[src/rtl/dpot_pkg.sv]
package dpot_pkg;

    localparam logic [3:0] DEV_TYPE  = 4'b0101;
    localparam logic [3:0] OP_DREG   = 4'b1100;
    localparam logic [3:0] OP_WIPER  = 4'b1010;

    typedef enum logic [2:0] {
        PH_IDLE,
        PH_ADDR,
        PH_INSTR,
        PH_DATA,
        PH_SKIP
    } phase_t;

    typedef enum logic [1:0] {
        TGT_NONE,
        TGT_DREG,
        TGT_WIPER
    } target_t;

    typedef struct packed {
        target_t    tgt;
        logic [1:0] reg_idx;
        logic       wiper;
    } cmd_t;

    typedef struct packed {
        logic rise;
        logic fall;
        logic start;
        logic stop;
    } bus_evt_t;

    function automatic logic addr_hit(input logic [7:0] b, input logic [3:0] pins);
        return (b[7:4] == DEV_TYPE) && (b[3:0] == pins);
    endfunction

    function automatic cmd_t decode_instr(input logic [7:0] b);
        cmd_t c;
        c.reg_idx = b[3:2];
        c.wiper   = b[0];
        case (b[7:4])
            OP_DREG:  c.tgt = TGT_DREG;
            OP_WIPER: c.tgt = TGT_WIPER;
            default:  c.tgt = TGT_NONE;
        endcase
        return c;
    endfunction

endpackage

[src/rtl/dpot_line_sync.sv]
module dpot_line_sync
    import dpot_pkg::*;
#(
    parameter int STAGES = 2
) (
    input  logic     clk,
    input  logic     rst,
    input  logic     scl_i,
    input  logic     sda_i,
    input  logic     wp_n_i,
    output logic     scl_s,
    output logic     sda_s,
    output logic     wp_s,
    output bus_evt_t evt
);
    localparam int NLINES = 3;

    logic [STAGES-1:0][NLINES-1:0] pipe;
    logic [NLINES-1:0]             raw;
    logic                          scl_p, sda_p;

    assign raw = {wp_n_i, sda_i, scl_i};

    always_ff @(posedge clk) begin
        if (rst) begin
            pipe  <= '1;
            scl_p <= 1'b1;
            sda_p <= 1'b1;
        end else begin
            pipe  <= {pipe[STAGES-2:0], raw};
            scl_p <= pipe[STAGES-1][0];
            sda_p <= pipe[STAGES-1][1];
        end
    end

    assign scl_s = pipe[STAGES-1][0];
    assign sda_s = pipe[STAGES-1][1];
    assign wp_s  = pipe[STAGES-1][2];

    always_comb begin
        evt.rise  = scl_s & ~scl_p;
        evt.fall  = ~scl_s & scl_p;
        evt.start = scl_s & scl_p & sda_p & ~sda_s;
        evt.stop  = scl_s & scl_p & ~sda_p & sda_s;
    end

endmodule

[src/rtl/dpot_nv_timer.sv]
module dpot_nv_timer #(
    parameter int unsigned CYCLES = 1000
) (
    input  logic clk,
    input  logic rst,
    input  logic start_i,
    output logic busy_o
);
    localparam int CW = $clog2(CYCLES + 1);

    logic [CW-1:0] remain;

    always_ff @(posedge clk) begin
        if (rst)
            remain <= '0;
        else if (start_i)
            remain <= CW'(CYCLES);
        else if (remain != '0)
            remain <= remain - CW'(1);
    end

    assign busy_o = (remain != '0);

endmodule

[src/rtl/dpot_cmd_fsm.sv]
module dpot_cmd_fsm
    import dpot_pkg::*;
(
    input  logic       clk,
    input  logic       rst,
    input  bus_evt_t   evt,
    input  logic       sda_s,
    input  logic       wp_s,
    input  logic       busy,
    input  logic [3:0] dev_addr,
    output logic       sda_oe,
    output logic       dr_wr,
    output logic       wcr_wr,
    output logic [1:0] reg_idx,
    output logic       wiper,
    output logic [7:0] wr_data
);
    phase_t     phase, nxt_phase, dec_next;
    logic [6:0] shreg;
    logic [2:0] bitcnt;
    logic       byte_rdy, in_ack, ack_drv, dec_ack;
    logic       pending, wp_fault, wp_ok;
    cmd_t       cmd, dec_cmd;
    logic [7:0] full_byte;

    assign full_byte = {shreg, sda_s};
    assign wp_ok     = wp_s & ~wp_fault;
    assign dec_cmd   = decode_instr(full_byte);

    always_comb begin
        dec_ack  = 1'b0;
        dec_next = PH_SKIP;
        case (phase)
            PH_ADDR: begin
                if (addr_hit(full_byte, dev_addr) && !busy) begin
                    dec_ack  = 1'b1;
                    dec_next = PH_INSTR;
                end
            end
            PH_INSTR: begin
                if (dec_cmd.tgt != TGT_NONE) begin
                    dec_ack  = 1'b1;
                    dec_next = PH_DATA;
                end
            end
            PH_DATA: begin
                dec_ack = (cmd.tgt == TGT_WIPER) || (cmd.tgt == TGT_DREG && wp_ok);
            end
            default: ;
        endcase
    end

    always_ff @(posedge clk) begin
        if (rst) begin
            phase     <= PH_IDLE;
            nxt_phase <= PH_IDLE;
            shreg     <= '0;
            bitcnt    <= '0;
            byte_rdy  <= 1'b0;
            in_ack    <= 1'b0;
            ack_drv   <= 1'b0;
            pending   <= 1'b0;
            wp_fault  <= 1'b0;
            cmd       <= '{tgt: TGT_NONE, reg_idx: 2'b00, wiper: 1'b0};
            wr_data   <= '0;
            sda_oe    <= 1'b0;
            dr_wr     <= 1'b0;
            wcr_wr    <= 1'b0;
        end else begin
            dr_wr  <= 1'b0;
            wcr_wr <= 1'b0;
            if (!wp_s)
                wp_fault <= 1'b1;

            if (evt.start) begin
                phase    <= PH_ADDR;
                bitcnt   <= '0;
                byte_rdy <= 1'b0;
                in_ack   <= 1'b0;
                sda_oe   <= 1'b0;
                pending  <= 1'b0;
                wp_fault <= ~wp_s;
            end else if (evt.stop) begin
                if (pending && wp_ok)
                    dr_wr <= 1'b1;
                pending  <= 1'b0;
                phase    <= PH_IDLE;
                byte_rdy <= 1'b0;
                in_ack   <= 1'b0;
                sda_oe   <= 1'b0;
            end else if (evt.rise) begin
                if (!in_ack && (phase == PH_ADDR || phase == PH_INSTR || phase == PH_DATA)) begin
                    shreg  <= full_byte[6:0];
                    bitcnt <= bitcnt + 3'd1;
                    if (bitcnt == 3'd7) begin
                        byte_rdy  <= 1'b1;
                        ack_drv   <= dec_ack;
                        nxt_phase <= dec_next;
                        if (phase == PH_INSTR && dec_ack)
                            cmd <= dec_cmd;
                        if (phase == PH_DATA && dec_ack) begin
                            wr_data <= full_byte;
                            if (cmd.tgt == TGT_DREG)
                                pending <= 1'b1;
                            else
                                wcr_wr  <= 1'b1;
                        end
                    end
                end
            end else if (evt.fall) begin
                if (byte_rdy) begin
                    byte_rdy <= 1'b0;
                    in_ack   <= 1'b1;
                    sda_oe   <= ack_drv;
                end else if (in_ack) begin
                    in_ack <= 1'b0;
                    sda_oe <= 1'b0;
                    phase  <= nxt_phase;
                    bitcnt <= '0;
                end
            end
        end
    end

    assign reg_idx = cmd.reg_idx;
    assign wiper   = cmd.wiper;

endmodule

[src/rtl/dpot_cmd_ctrl.sv]
module dpot_cmd_ctrl
    import dpot_pkg::*;
#(
    parameter int unsigned CLK_KHZ     = 50000,
    parameter int unsigned BUSY_CYCLES = CLK_KHZ * 5,
    parameter int          SYNC_STAGES = 2
) (
    input  logic       clk,
    input  logic       rst,
    input  logic       scl_i,
    input  logic       sda_i,
    output logic       sda_oe_o,
    input  logic [3:0] dev_addr_i,
    input  logic       wp_n_i,
    output logic       dr_wr_o,
    output logic       wcr_wr_o,
    output logic [1:0] reg_idx_o,
    output logic       wiper_idx_o,
    output logic [7:0] wr_data_o
);
    bus_evt_t evt;
    logic     scl_s, sda_s, wp_s;
    logic     nv_busy;
    logic     stop_det;

    assign stop_det = evt.stop;

    dpot_line_sync #(.STAGES(SYNC_STAGES)) u_sync (
        .clk    (clk),
        .rst    (rst),
        .scl_i  (scl_i),
        .sda_i  (sda_i),
        .wp_n_i (wp_n_i),
        .scl_s  (scl_s),
        .sda_s  (sda_s),
        .wp_s   (wp_s),
        .evt    (evt)
    );

    dpot_cmd_fsm u_fsm (
        .clk      (clk),
        .rst      (rst),
        .evt      (evt),
        .sda_s    (sda_s),
        .wp_s     (wp_s),
        .busy     (nv_busy),
        .dev_addr (dev_addr_i),
        .sda_oe   (sda_oe_o),
        .dr_wr    (dr_wr_o),
        .wcr_wr   (wcr_wr_o),
        .reg_idx  (reg_idx_o),
        .wiper    (wiper_idx_o),
        .wr_data  (wr_data_o)
    );

    dpot_nv_timer #(.CYCLES(BUSY_CYCLES)) u_timer (
        .clk     (clk),
        .rst     (rst),
        .start_i (dr_wr_o),
        .busy_o  (nv_busy)
    );

endmodule

[config.mk]
export PLATFORM = sky130hd
export DESIGN_NAME = dpot_cmd_ctrl
export DESIGN_NICKNAME = d
export VERILOG_FILES = /design/src/rtl/dpot_pkg.sv /design/src/rtl/dpot_line_sync.sv /design/src/rtl/dpot_nv_timer.sv /design/src/rtl/dpot_cmd_fsm.sv /design/src/rtl/dpot_cmd_ctrl.sv
export SDC_FILE = /design/constraint.sdc
export NUM_CORES = 1
export LEC_CHECK = 0
export BUFFER_PORTS_ARGS = -buffer_cell sky130_fd_sc_hd__buf_2
export CAP_MARGIN = 40
export CORE_MARGIN = 2
export CORE_UTILIZATION = 35
export CTS_CLUSTER_SIZE = 24
export DETAILED_ROUTE_END_ITERATION = 10
export GPL_TIMING_DRIVEN = 0
export SLEW_MARGIN = 10
export SYNTH_ARGS = -nofsm -noshare
export SYNTH_HDL_FRONTEND = slang
export SYNTH_SLANG_ARGS = --single-unit
[constraint.sdc]
create_clock -name clk -period 4.4 [get_ports clk]
set_clock_uncertainty 0.1 [all_clocks]
set_input_delay 0.44 -clock clk [delete_from_list [all_inputs] [get_ports clk]]
set_output_delay 0.44 -clock clk [all_outputs]
set_load 0.02 [all_outputs]
==> metrics.txt, run 1 <==
fin. max-slew vios=0; Yosys warning total=0; GR Overflow Total=0; Pleak=1.24 nW; max-cap violations=0; DRC violations left=0; Final Core Density=between 40% and 50%; final non-filler cell total=between 400 and 500; I/O Buffers=21; largest net degree at the start of global routing=12; post-route ant nets=0; number of core rows=32; WHS=181 ps; deepest clock path buffer count=2; status=completed; drt wl/cell=13.0 um; worst endpoint required time=4560 ps; die area=approximately 8600 um2; Post-CTS Setup Inserts=0; CTS root buf=clkbuf_8; pwr/cell area=613 nW/um2; TNS Setup=0 ps; Post-DP HPWL=around 4 mm; relative slew slack=53.5%; reg2reg setup slack=2180 ps; post-synth cell types=50; final hold vios=0; Crit path arrival time=~2400 ps; clk slew on worst S/H paths=70 ps; Clk pwr share=28.7%; syn_nets=311; vias in the first global route=between 2,000 and 2,500; Sink Count=63; total number of vias=2,183; Chip Width=92.9 um; Pre-antenna DRT Iters=4; boundary pin count=23; total power=1.98 mW; setup violators final=0; fmax=451 MHz; CTS HTree Levels=3; minimum clock period=2220 ps; Post-Syn Area=about 2800 um2; Seq pwr share=38.5%; top-area cell type share of the netlist area=45.6%; initial core utilization=36.0%; routed wire length=about 5.7 mm; unrepaired setup endpoints after global routing=no; Cells after Synth=298; synth-to-layout area growth=16.8%; final net count=between 300 and 400; internal power=1.29 mW; Seq/Total Area, Yosys=45.6%; Post-CTS Resized=0; initial antenna violation count=0; Main synth FF type=dfxtp_1; Avg Cell Area, Syn=9.28 um2; CP Max Fanout=5; TritonCTS clock tree=done; hold buffer count at CTS=0; Worst Max-Slew Pin Slew=693 ps; core area=7690 um2; first-pass GRT wire length=between 9 and 10 mm; Die Span Y=92.9 um; Setup crit end kind=flip-flop; part of the cycle the worst path needs=50.4%; FF+latch count, synth=63; async set-reset flop share out of synthesis=0%; Comb pwr share=around a third; # diodes=0; Skew-Pair Late Insertion Delay=340 ps; drt via density=5.00; CTS Buf Count=9; CP Launch Type=flip-flop; HP Class=in -> reg; Placed Instances=approximately 420; Switching Power=693 uW; synth top area cells=dfxtp_1, nand2_1, mux2i_1, a21oi_1, xnor2_1; gr usage total=between 10 and 15%; sw frac=a little over a third; Initial DRC Count=89; Worst VDD drop=between 0.2 and 0.25 mV; layout cells sized above 1=17.6%; cell taking the most area after synthesis=dfxtp_1; Worst Setup Path Type=reg -> reg; RePlAce Congestion=around 0.8; Post-synth EDFFs=0
final cells by class:
cell class | instances | area (um2)
clock buffer | 11 | 151
timing repair buffer | 21 | 105
inverter | 6 | 22.5
buffer | 13 | 71.3
fill | 759 | 4460
tap | 102 | 128
clock inverter | 5 | 80.1
multi-input combinational | 216 | 1410
sequential | 63 | 1260
metrics by stage:
step / cell area, um2 / setup slack (ps)
2_1_floorplan: 2770 / 2490
3_3_place_gp: 3000 / 2220
3_5_place_dp: 3000 / 2180
4_1_cts: 3230 / 2180
5_1_grt: 3230 / 1990
6_report: 3230 / 2180
worst max-delay path: stages (launching register included):
cell and delay (ps):
dfxtp_1 350, inv_1 90, ha_1 170, nor3b_1 560, o211ai_1 270, or4_1 440
a21oi_1 170
registers in the layout, indices dropped and copies added (netlist names), 2 cells and up:
| register | flops |
|---|---|
| u_timer.remain | 18 |
| u_sync.pipe | 3 |
| u_fsm.reg_idx | 2 |
| u_fsm.cmd | 2 |
| u_fsm.phase | 3 |
| u_fsm.wr_data | 8 |
| u_fsm.nxt_phase | 3 |
| u_fsm.shreg | 7 |
| u_fsm.bitcnt | 3 |
routing by layer:
layer | wire (um) | vias up | GRT usage [%]
li1 | - | 1118 | -
met1 | 2810 | 1023 | 18.5
met2 | 2590 | 37 | 23.5
met3 | 219 | 5 | 4.15
met4 | 77 | 0 | 5.88
met5 | 0 | - | 0
path summary, 6_finish.rpt:
| path | to | start | cells after the start |
|---|---|---|---|
| setup / recovery | u_timer.remain[10] | u_timer.remain[0] | 6 |
| hold / removal | u_sync.pipe[0] | scl_i | 2 |
| setup reg to reg | u_timer.remain[10] | u_timer.remain[0] | 6 |
| hold reg to reg | u_sync.wp_s | u_sync.pipe[2] | 1 |
kinds of logic (layout without fill, tap and decap cells):
family,Yosys count,count (layout),synth area share [%]
xor+xnor,15,15,4.75
compound gates,54,54,12.2
mux,15,15,5.43
simple gates,128,128,26.8
buf+inv,19,56,3.39
fa+ha+maj,4,4,1.81
flops,63,63,45.6
cell usage after synthesis, types with 3 or more instances:
library cell / number
a21oi_1: 27
clkbuf_1: 9
dfxtp_1: 63
ha_1: 4
inv_1: 6
mux2i_1: 15
nand2_1: 55
nand2b_1: 3
nand3_1: 7
nand3b_1: 3
nand4_1: 4
nand4b_1: 3
nor2_1: 14
nor2b_1: 3
nor4_1: 3
nor4_4: 4
nor4b_1: 3
o211a_1: 3
o21a_1: 3
o21ai_0: 5
or2_2: 9
xnor2_1: 10
xor2_1: 5
cells in the final DEF, fill, tap and decap left out, types with 5 or more instances in the layout:
master and instances:
xnor2_1 10, inv_1 6, o21ai_0 5, nand2_1 55, clkbuf_8 11, clkbuf_1 9
nand3_1 7, xor2_1 5, nor2_1 14, a21oi_1 27, dfxtp_1 63, mux2i_1 15
or2_2 9, buf_2 21
power groups by stage:
stage	clock [mW]	combinational (mW)	sequential, mW
floorplan	0	0.544	0.755
global placement	0	0.647	0.771
detailed placement	0	0.652	0.776
CTS	0.587	0.656	0.763
global route	0.611	0.727	0.782
finish	0.569	0.649	0.763
Power figures use the tool's default switching activity.
==> run 2, diff against run 1 <==
- clock period: 4.4 -> 1.9 ns (I/O delays scaled with it)
==> run 2 against run 1 <==
Sequential power grew 140%; final cell count is 3.2% higher; cell area grew 6.5%; clock power increased by 110%; critical path type unchanged; register-to-register slack worse by 2200 ps; the flow now finishes with violations (setup timing); largest cell class unchanged; highest routed layer unchanged; die area unchanged; first-iteration DRC count down 2.2%; count of clock-buffer cells in the layout is 2 higher; worst setup slack got worse by 2200 ps; via count grew 2.3%.
==> metrics.txt, run 2 (same netlist as run 1, synthesis figures left out) <==
drt via density=4.95 (-0.88%); pwr/cell area=1520 nW/um2 (+150%); max FFs per register=18 (unchanged); Initial DRC Count=87 (-2.2%); Placed Instance Area=3000 um2 (unchanged); Pleak=1.33 nW (+7.7%); max-cap violations=0 (unchanged); Setup crit end kind=flip-flop; most frequent cells in the layout=dfxtp_1, nand2_1, a21oi_1; CTS root buf=clkbuf_8; Crit path arrival time=2110 ps (-270 ps); dpl ws=-272 ps (-2460 ps); final hold vios=0 (unchanged); critical-path cell list=nor4_4, nand4_4, nor4_4, buf_4, o211a_1, buf_6, mux2i_1; Worst Setup Path Type=reg -> reg; most common cell after layout, fill and taps aside=dfxtp_1; CP Launch Type=flip-flop; biggest regs=u_timer.remain (18), u_fsm.wr_data (8), u_fsm.shreg (7); DRC violations left=0 (unchanged); Crit. Startpoint=u_timer.remain[12]; Worst R2R Path Depth=7 (+1); internal power=3.35 mW (+160%); initial core utilization=36.0% (unchanged); HP Class=in -> reg; worst endpoint required time=2050 ps (-2510 ps); Sink Count=63 (unchanged); final net count=357 (+4.1%); post-route cell area=3440 um2 (+6.5%); Slowest cell on crit path=dfxtp_1; Setup WS post-layout=-58.6 ps (-2240 ps); post-route ant nets=0 (unchanged); Comb pwr share=42.0% (+9.2 points); r2r startpoint=u_timer.remain[12]; largest reg by FF count=u_timer.remain; failing checks=setup timing; Die Span Y=92.9 um (unchanged); Post-DP HPWL=4.04 mm (-0.83%); initial antenna violation count=0 (unchanged); layout cells sized above 1=26.1% (+8.5 points); worst flop-to-flop path endpoint=u_fsm.wr_data[6]; Skew-Pair Late Insertion Delay=330 ps (about the same); Worst VDD drop=0.602 mV (+160%); largest net degree at the start of global routing=11 (-1); vias in the first global route=2,111 (+1.5%); routed wire length=5.99 mm (+5.2%); Pre-antenna DRT Iters=4 (unchanged); boundary pin count=23 (unchanged); drt wl/cell=13.3 um (+1.9%); Worst Hold End=u_sync.scl_p; fin. max-slew vios=0 (unchanged); die area=8630 um2 (unchanged); total number of vias=2,233 (+2.3%); first-pass GRT wire length=9.99 mm (+1.9%); relative slew slack=51.1% (-2.4 points); minimum clock period=1960 ps (-258 ps); TNS Setup=-374 ps (-374 ps); Worst Max-Slew Pin Slew=728 ps (+35.1 ps); fillcell total=770 (+1.4%); synth-to-layout area growth=24.4%; sw frac=35.7% (+0.76 points); number of core rows=32 (unchanged); fmax=511 MHz (+13%); CTS HTree Levels=3 (unchanged); CP Max Fanout=6 (+1); I/O Buffers=21 (unchanged); TritonCTS clock tree=done; deepest clock path buffer count=2 (unchanged); setup violators final=13 (+13); part of the cycle the worst path needs=103% (+53 points); Clk pwr share=23.0% (-5.7 points); CTS Buf Count=9 (unchanged); gr usage total=14.6% (-0.032 points); hold depth=2 (unchanged); clk slew on worst S/H paths=70 ps (about the same); Switching Power=1.86 mW (+170%); start point of the worst hold path=rst; Chip Width=92.9 um (unchanged); status=finished with violations; reg2reg setup slack=-60 ps (-2240 ps); unrepaired setup endpoints after global routing=yes; RePlAce Congestion=0.802 (about the same); Seq pwr share=35.0% (-3.5 points); GR Overflow Total=0 (unchanged); core area=7690 um2 (unchanged); slowest stage delay, CP=390 ps (-170 ps); # diodes=0 (unchanged); critical path's most frequent cell=nor4_4
[run 2: changes by cell type in the layout (fill, tap and decap cells not counted), moves of 3 or more]
cell / delta
dfxtp_1: -8
dfxtp_2: +6
buf_4: +11
o21ai_0: -3
dlygate4sd3_1: +3
nor4b_1: -3
[run 2: layer usage]
layer / global-route usage, % / routed length, um
met1: 19.0 / 2830
met2: 22.9 / 2850
met3: 5.13 / 224
met4: 4.04 / 88
met5: 0 / 0
[run 2: worst max-delay path by stage]
stage                     cells after the start          endpoint
after global routing                          7  u_fsm.wr_data[7]
after global placement                        5      u_fsm.wcr_wr
after detailed placement                      6  u_fsm.wr_data[6]
final                                         7  u_fsm.wr_data[6]
after floorplan                               6  u_fsm.wr_data[0]
after CTS                                     6  u_fsm.wr_data[6]
[run 2: worst max-delay path: cells and delay by family, from the launching register on]
| family | cells | cell delay, ps |
|---|---|---|
| compound gates | 1 | 160 |
| buf+inv | 2 | 320 |
| simple gates | 3 | 710 |
| flops | 1 | 390 |
| mux | 1 | 200 |
[run 2: layout make-up]
class                           count  area, um2  area share (%)
Clock buffer                       13        169            4.91
Clock inverter                      3       40.0            1.16
Sequential cell                    63       1280            37.1
Buffer                             12       67.6            1.96
Multi-Input combinational cell    216       1510            43.9
Inverter                            6       22.5           0.655
Timing Repair Buffer               36        229            6.65
Tap cell                          102        128            3.71
[run 2: power by group through the flow]
stage	clock network, mW	logic [mW]	registers, mW
after floorplan	0	1.26	1.75
after global placement	0	1.49	1.79
after detailed placement	0	1.50	1.80
after CTS	1.24	1.80	1.80
after global routing	1.30	2.37	1.86
final	1.20	2.19	1.83
[run 2: stage by stage]
stage          instances  total power [mW]  hold slack, ps  util [%]
5_1_grt              451              5.53             307      44.8
4_1_cts              446              4.83             268      43.3
3_5_place_dp         421              3.29             275      39.0
6_report             451              5.21             244      44.8
3_3_place_gp         421              3.27             277      39.0
2_1_floorplan        298              3.01             194         -
[run 2: timing repair]
action | in CTS | in global routing
endpoints found under the setup margin | 31 | 29
gates resized for setup | 11 | 22
cloned | 0 | 0
hold buffers | 3 | 0
pin swaps | 7 | 5
endpoints found under the hold margin | 3 | 0
setup buffers | 7 | 5
